## config.mk

```make
export PLATFORM = sky130hd
export DESIGN_NAME = sec_attr_regs
export DESIGN_NICKNAME = d
export VERILOG_FILES = /design/src/rtl/sec_attr_pkg.sv /design/src/rtl/sec_attr_regs.sv
export SDC_FILE = /design/constraint.sdc
export NUM_CORES = 1
export LEC_CHECK = 0
export ABC_AREA = 1
export BUFFER_PORTS_ARGS = -buffer_cell sky130_fd_sc_hd__buf_4
export CAP_MARGIN = 20
export CORE_MARGIN = 2
export CORE_UTILIZATION = 45
export CTS_CLUSTER_DIAMETER = 100
export CTS_CLUSTER_SIZE = 14
export DETAILED_ROUTE_END_ITERATION = 8
export PLACE_DENSITY = 0.68
export SYNTH_ARGS = -nofsm -noshare
export SYNTH_HDL_FRONTEND = slang
export SYNTH_SLANG_ARGS = --single-unit
```

## constraint.sdc

```tcl
create_clock -name clk -period 1.5 [get_ports clk]
set_input_delay 0.15 -clock clk [delete_from_list [all_inputs] [get_ports clk]]
set_output_delay 0.15 -clock clk [all_outputs]
set_load 0.1 [all_outputs]
```

## src/rtl/sec_attr_pkg.sv

```systemverilog
package sec_attr_pkg;

   typedef enum logic [1:0] {
      ATTR_NS  = 2'b00,
      ATTR_NSC = 2'b01,
      ATTR_S   = 2'b10
   } attr_t;

   typedef enum logic [1:0] {
      SEL_BASE  = 2'b00,
      SEL_LIMIT = 2'b01,
      SEL_RCTL  = 2'b10,
      SEL_GCTL  = 2'b11
   } wsel_t;

   // stricter of two classes: secure > secure-callable > non-secure
   function automatic attr_t attr_strict(attr_t a, attr_t b);
      if (a == ATTR_S || b == ATTR_S)
         return ATTR_S;
      if (a == ATTR_NSC || b == ATTR_NSC)
         return ATTR_NSC;
      return ATTR_NS;
   endfunction

   // fixed-map input: bit 1 forces secure, else bit 0 selects callable
   function automatic attr_t fix_decode(logic [1:0] f);
      if (f[1])
         return ATTR_S;
      if (f[0])
         return ATTR_NSC;
      return ATTR_NS;
   endfunction

endpackage

```

## src/rtl/sec_attr_regs.sv

```systemverilog
module sec_attr_regs
   import sec_attr_pkg::*;
#(
   parameter int ADDR_W    = 32,
   parameter int N_REG     = 8,
   parameter int GRAN_LOG2 = 5,
   localparam int IDX_W    = (N_REG > 1) ? $clog2(N_REG) : 1,
   localparam int PAGE_W   = ADDR_W - GRAN_LOG2
) (
   input  logic                          clk,
   input  logic                          rst_n,
   input  logic                          wr_en,
   input  logic                          wr_secure,
   input  logic [1:0]                    wr_sel,
   input  logic [IDX_W-1:0]              wr_idx,
   input  logic [ADDR_W-1:0]             wr_data,
   output logic                          tbl_en,
   output logic [N_REG-1:0]              reg_en,
   output logic [N_REG-1:0]              reg_nsc,
   output logic [N_REG-1:0][PAGE_W-1:0]  reg_base,
   output logic [N_REG-1:0][PAGE_W-1:0]  reg_limit
);

   logic  wr_ok;
   wsel_t sel;

   assign wr_ok = wr_en && wr_secure;
   assign sel   = wsel_t'(wr_sel);

   always_ff @(posedge clk) begin
      if (!rst_n)
         tbl_en <= 1'b0;
      else if (wr_ok && sel == SEL_GCTL)
         tbl_en <= wr_data[0];
   end

   for (genvar g = 0; g < N_REG; g++) begin : g_region
      logic hit_idx;
      assign hit_idx = wr_ok && (wr_idx == IDX_W'(g));

      always_ff @(posedge clk) begin
         if (!rst_n) begin
            reg_en[g]    <= 1'b0;
            reg_nsc[g]   <= 1'b0;
            reg_base[g]  <= '0;
            reg_limit[g] <= '0;
         end else if (hit_idx) begin
            unique case (sel)
               SEL_BASE:  reg_base[g]  <= wr_data[ADDR_W-1:GRAN_LOG2];
               SEL_LIMIT: reg_limit[g] <= wr_data[ADDR_W-1:GRAN_LOG2];
               SEL_RCTL: begin
                  reg_en[g]  <= wr_data[0];
                  reg_nsc[g] <= wr_data[1];
               end
               default: ;
            endcase
         end
      end
   end

endmodule

```

Word-level counts from Yosys, hierarchy flattened
Index checks and enable logic that the tools add are counted.
{"block": "totals", "reg_bits": 449, "latchBits": 0, "ramBits": 0, "mem_bits_ro": 0, "out_inout_bits": 449, "word_cells": 79, "mem_count": 0}
{"block": "op_classes", "n_addsub": 0, "multipliers": 0, "div": 0, "magnitude_cmp": 0, "eq_ne": 10, "shift": 0, "n_mux": 0, "n_bitwise": 0, "n_reduce_logical": 36}
{"cell": "2-bit AND reduction", "count": 24}
{"cell": "3-bit == test (second input constant)", "count": 4}
{"cell": "1-bit logical AND", "count": 10}
{"cell": "3-bit by 2-bit == test with 1-bit output (second input constant)", "count": 2}
{"cell": "2-bit == test (second input constant)", "count": 2}
{"cell": "3-bit by 1-bit == test with 1-bit output (second input constant)", "count": 1}
{"cell": "3-bit logical NOT", "count": 1}
{"cell": "2-bit by 1-bit == test with 1-bit output (second input constant)", "count": 1}
{"cell": "2-bit logical NOT", "count": 1}

Depth between registers and ports, before layout
{"block": "depth", "ltp_word": 3, "ltp_mapped": 9}

Least setup slack after synthesis
OpenSTA, ideal clock, no wires.
{"block": "synth_path", "path_type": "input to register", "startpoint": "input wr_idx[0]", "endpoint": "register reg_base[39] in the netlist's numbering", "setup_ns": 0.110, "arrival_ns": 1.202, "t_required_ns": 1.390, "path_slack_ns": 0.188, "cell_stages": 8, "path_buffers": 3, "cell_sequence": "buf_2 -> inv_1 -> nor2_4 -> buf_2 -> buf_2 -> nand4_1 -> nand2_1 -> nor2_1"}
{"block": "synth_via", "elab_chain_len": 3}
{"element": "start, declared", "line": "sec_attr_regs.sv:15", "rtl": "input logic [IDX_W-1:0] wr_idx,"}
{"element": "3-bit by 1-bit == test with 1-bit output", "line": "sec_attr_regs.sv:39", "rtl": "assign hit_idx = wr_ok && (wr_idx == IDX_W'(g));"}
{"element": "1-bit logical AND", "line": "sec_attr_regs.sv:39"}
{"element": "2-bit AND reduction (no source line)"}
{"element": "end signal, assigned by index", "line": "sec_attr_regs.sv:49", "rtl": "SEL_BASE: reg_base[g] <= wr_data[ADDR_W-1:GRAN_LOG2];"}
{"element": "end, declared", "line": "sec_attr_regs.sv:20", "rtl": "output logic [N_REG-1:0][PAGE_W-1:0] reg_base,"}
Every way passes these cells.
A chain may end at the register's enable or synchronous reset.

Worst setup path after layout
{"block": "layout_path", "startpoint": "register reg_limit[86] in the netlist's numbering", "endpoint": "output reg_limit[86] in the netlist's numbering"}
{"element": "start, declared", "line": "sec_attr_regs.sv:21", "rtl": "output logic [N_REG-1:0][PAGE_W-1:0] reg_limit"}
{"element": "start signal, assigned by index", "line": "sec_attr_regs.sv:50", "rtl": "SEL_LIMIT: reg_limit[g] <= wr_data[ADDR_W-1:GRAN_LOG2];"}
No word-level cell between the ends.

==> run metrics <==
vias per std cell=4.89; syn_area_per_cell=6.24 um2; Crit Path Category=flip-flop to primary output; synth cell count leaders=inv_1 (928), nand2_1 (902), nor2_1 (454); antenna-violating nets left=0; Worst Path Required=1350 ps; Max Fclk=between 600 and 700 MHz; Area contributors post-synth=dfxtp_1 (42%), inv_1 (16%), nand2_1 (16%); vias in the first global route=19300; DR DRC count=0; Top FF cell, synth=dfxtp_1; sequential share of the synthesized area=41.6%; clock buffer count from CTS=38; unrepaired setup endpoints after global routing=no; H-Tree Depth=2; Core Area=0.0475 mm2; CTS tree=yes; register area=0.00899 mm2; clock root buffer=clkbuf_16; post-synthesis cell area=0.0216 mm2; clock slew at reported path FFs=70 ps; Yosys reg bits=449; crit-path cells=buf_4; Synth Net Count=3505; Hold Path Class=input pin to flip-flop; Tcrit/Tclk final=99.0%; clock sinks=449; initial core utilization=45.5%; share of layout cells above drive strength 1=around 17%; Post-DP Area=0.0268 mm2; largest net degree at the start of global routing=95; mux cell area share after synthesis=0%; Finished Cell Area=0.0279 mm2; Post-CTS Repair Setup Buffers=0; ys async rst share=0%; fillers=4546; skew final=0 ps; Routed WL=~80000 um; max-slew violation count=0; MaxCap Viol Count=0; largest family of logic cells by synthesized area=simple AND/OR/NAND/NOR gates; # setup viols final=0; delay-heaviest family, CP=flip-flops; clock buffer depth=3; area grow syn2layout=29.0%; Syn Inst Count=approximately 3500; worst path bufs/invs=1; adder and majority gate portion of the synthesized area=0%; largest stage delay on the critical path=around 430 ps; Wirelength per Cell=18.0 um; CP Max Fanout=2; CP arrival=1340 ps; final hold violations=0; crit path time final=1490 ps; Netlist cell types=17; drt first-iter violations=2205; total power=24.6 mW; PnR worst setup slack=roughly 15 ps; Slew HR=70.8%; # rows=80; post-synth top area cell=dfxtp_1; count of buffers from port buffering=486; XOR/XNOR share of the synthesized area=0%; Pwr Density=between 800 and 900 mW/mm2; Synth Area in Simple Gates=37.2%; worst vdd ir=between 0.0008 and 0.0009 V; total grt overflow=0; clk_lat worst skew=550 ps; EDFF count, synth=0; TNS Setup=0 ps; status=finished, final reports clean; Leakage Power=14.2 nW; drt first pass iters=5; via count=21900; top-level port count=490; top-count cell post-synth=inv_1; die area=0.0498 mm2; first-pass GRT wire length=120000 um; CP Launch Type=flip-flop; slew at the pin closest to its max-slew limit=438 ps; Placer Congestion=about 0.86; Syn. warnings=0; die width=223 um; pre-CTS setup slack=roughly 8.5 ps; hpwl dp=51400 um; initial antenna violation count=2; Total GRT Usage=31.5%; CP max-delay cell=dfxtp_1; Synth top area share=roughly 42%; fin nets=3901; Compound-Gate Fraction of Synth Area=0%; DIE HEIGHT=223 um; CP endpoint kind=primary output; multi-input logic area=between 0.008 and 0.009 mm2
stage by stage:
step / cells / utilization [%] / hold slack [ps]
2_1_floorplan: 3464 / - / 417
3_3_place_gp: 4432 / 56.4 / 459
3_5_place_dp: 4432 / 56.4 / 462
4_1_cts: 4478 / 58.7 / 24.7
5_1_grt: 4478 / 58.7 / 105
6_report: 4479 / 58.7 / 53.8
per-layer routing:
metal / GRT usage, % / wire length, um / share of wire, %
met1: 44.0 / 34300 / 43
met2: 48.3 / 35300 / 44
met3: 5.62 / 7980 / 9.9
met4: 12.3 / 3140 / 3.9
met5: 0 / 0 / 0
final timing paths:
path | start | to | slack, ps | cells past startpoint
hold reg to reg | tbl_en | tbl_en | 490 | 2
hold / removal | wr_sel[0] | tbl_en | 50 | 6
setup / recovery | reg_limit[86] | reg_limit[86] | 10 | 1
setup reg to reg | reg_limit[70] | reg_limit[70] | 740 | 4
area by class of cell:
cell class                 count  share of cell area [%]
tap                          615                    2.76
timing repair buffer         604                    19.8
multi-input combinational   1836                    28.9
clock inverter                 1                  0.0583
clock buffer                  42                    3.69
antenna                        1                 0.00897
sequential                   449                    32.2
inverter                     931                    12.5
kinds of logic (layout without fill, tap and decap cells):
logic type             after synthesis  in the layout
AND/OR/NAND/NOR                   1836           1836
flip-flops                         449            449
buffers and inverters             1179           1578
other                                0              1
worst min-delay path, delay by kind of cell:
family                 cells  cell delay (ps)
buffers and inverters      2              200
and+or+nand+nor            4              220
what timing repair did:
action / 4_1_cts / 5_1_grt
hold buffers: 3 / 0
resized for setup: 2 / 0
endpoints found under the hold margin: 11 / 0
endpoints found under the setup margin: 2 / 0
cell usage in the layout (no fill, tap or decap):
master         count
inv_1            928
nand2_1          902
buf_4            521
nor2_1           451
dfxtp_1          449
nand4_1          336
nand3_1          122
buf_12            77
clkbuf_16         41
nand3_2           12
nor2_4             9
nand3_4            3
dlygate4sd3_1      3
buf_6              2
diode_2            1
nor3_1             1
clkinv_1           1
inv_2              1
inv_4              1
clkbuf_1           1
clkinv_8           1
buf_8              1
sequential cells by signal, indices dropped and copies added, names as in the netlist:
| name | cells |
|---|---|
| reg_base | 216 |
| reg_limit | 216 |
| reg_en | 8 |
| reg_nsc | 8 |
| tbl_en | 1 |
power breakdown:
part | total (mW) | switching (mW) | internal [mW] | leakage (nW)
logic | 3.15 | 2.33 | 0.826 | 10.1
registers | 12.1 | 0.0679 | 12.0 | 3.62
clock network | 9.36 | 4.52 | 4.84 | 0.513
total | 24.6 | 6.91 | 17.7 | 14.2
Power figures use the tool's default switching activity.
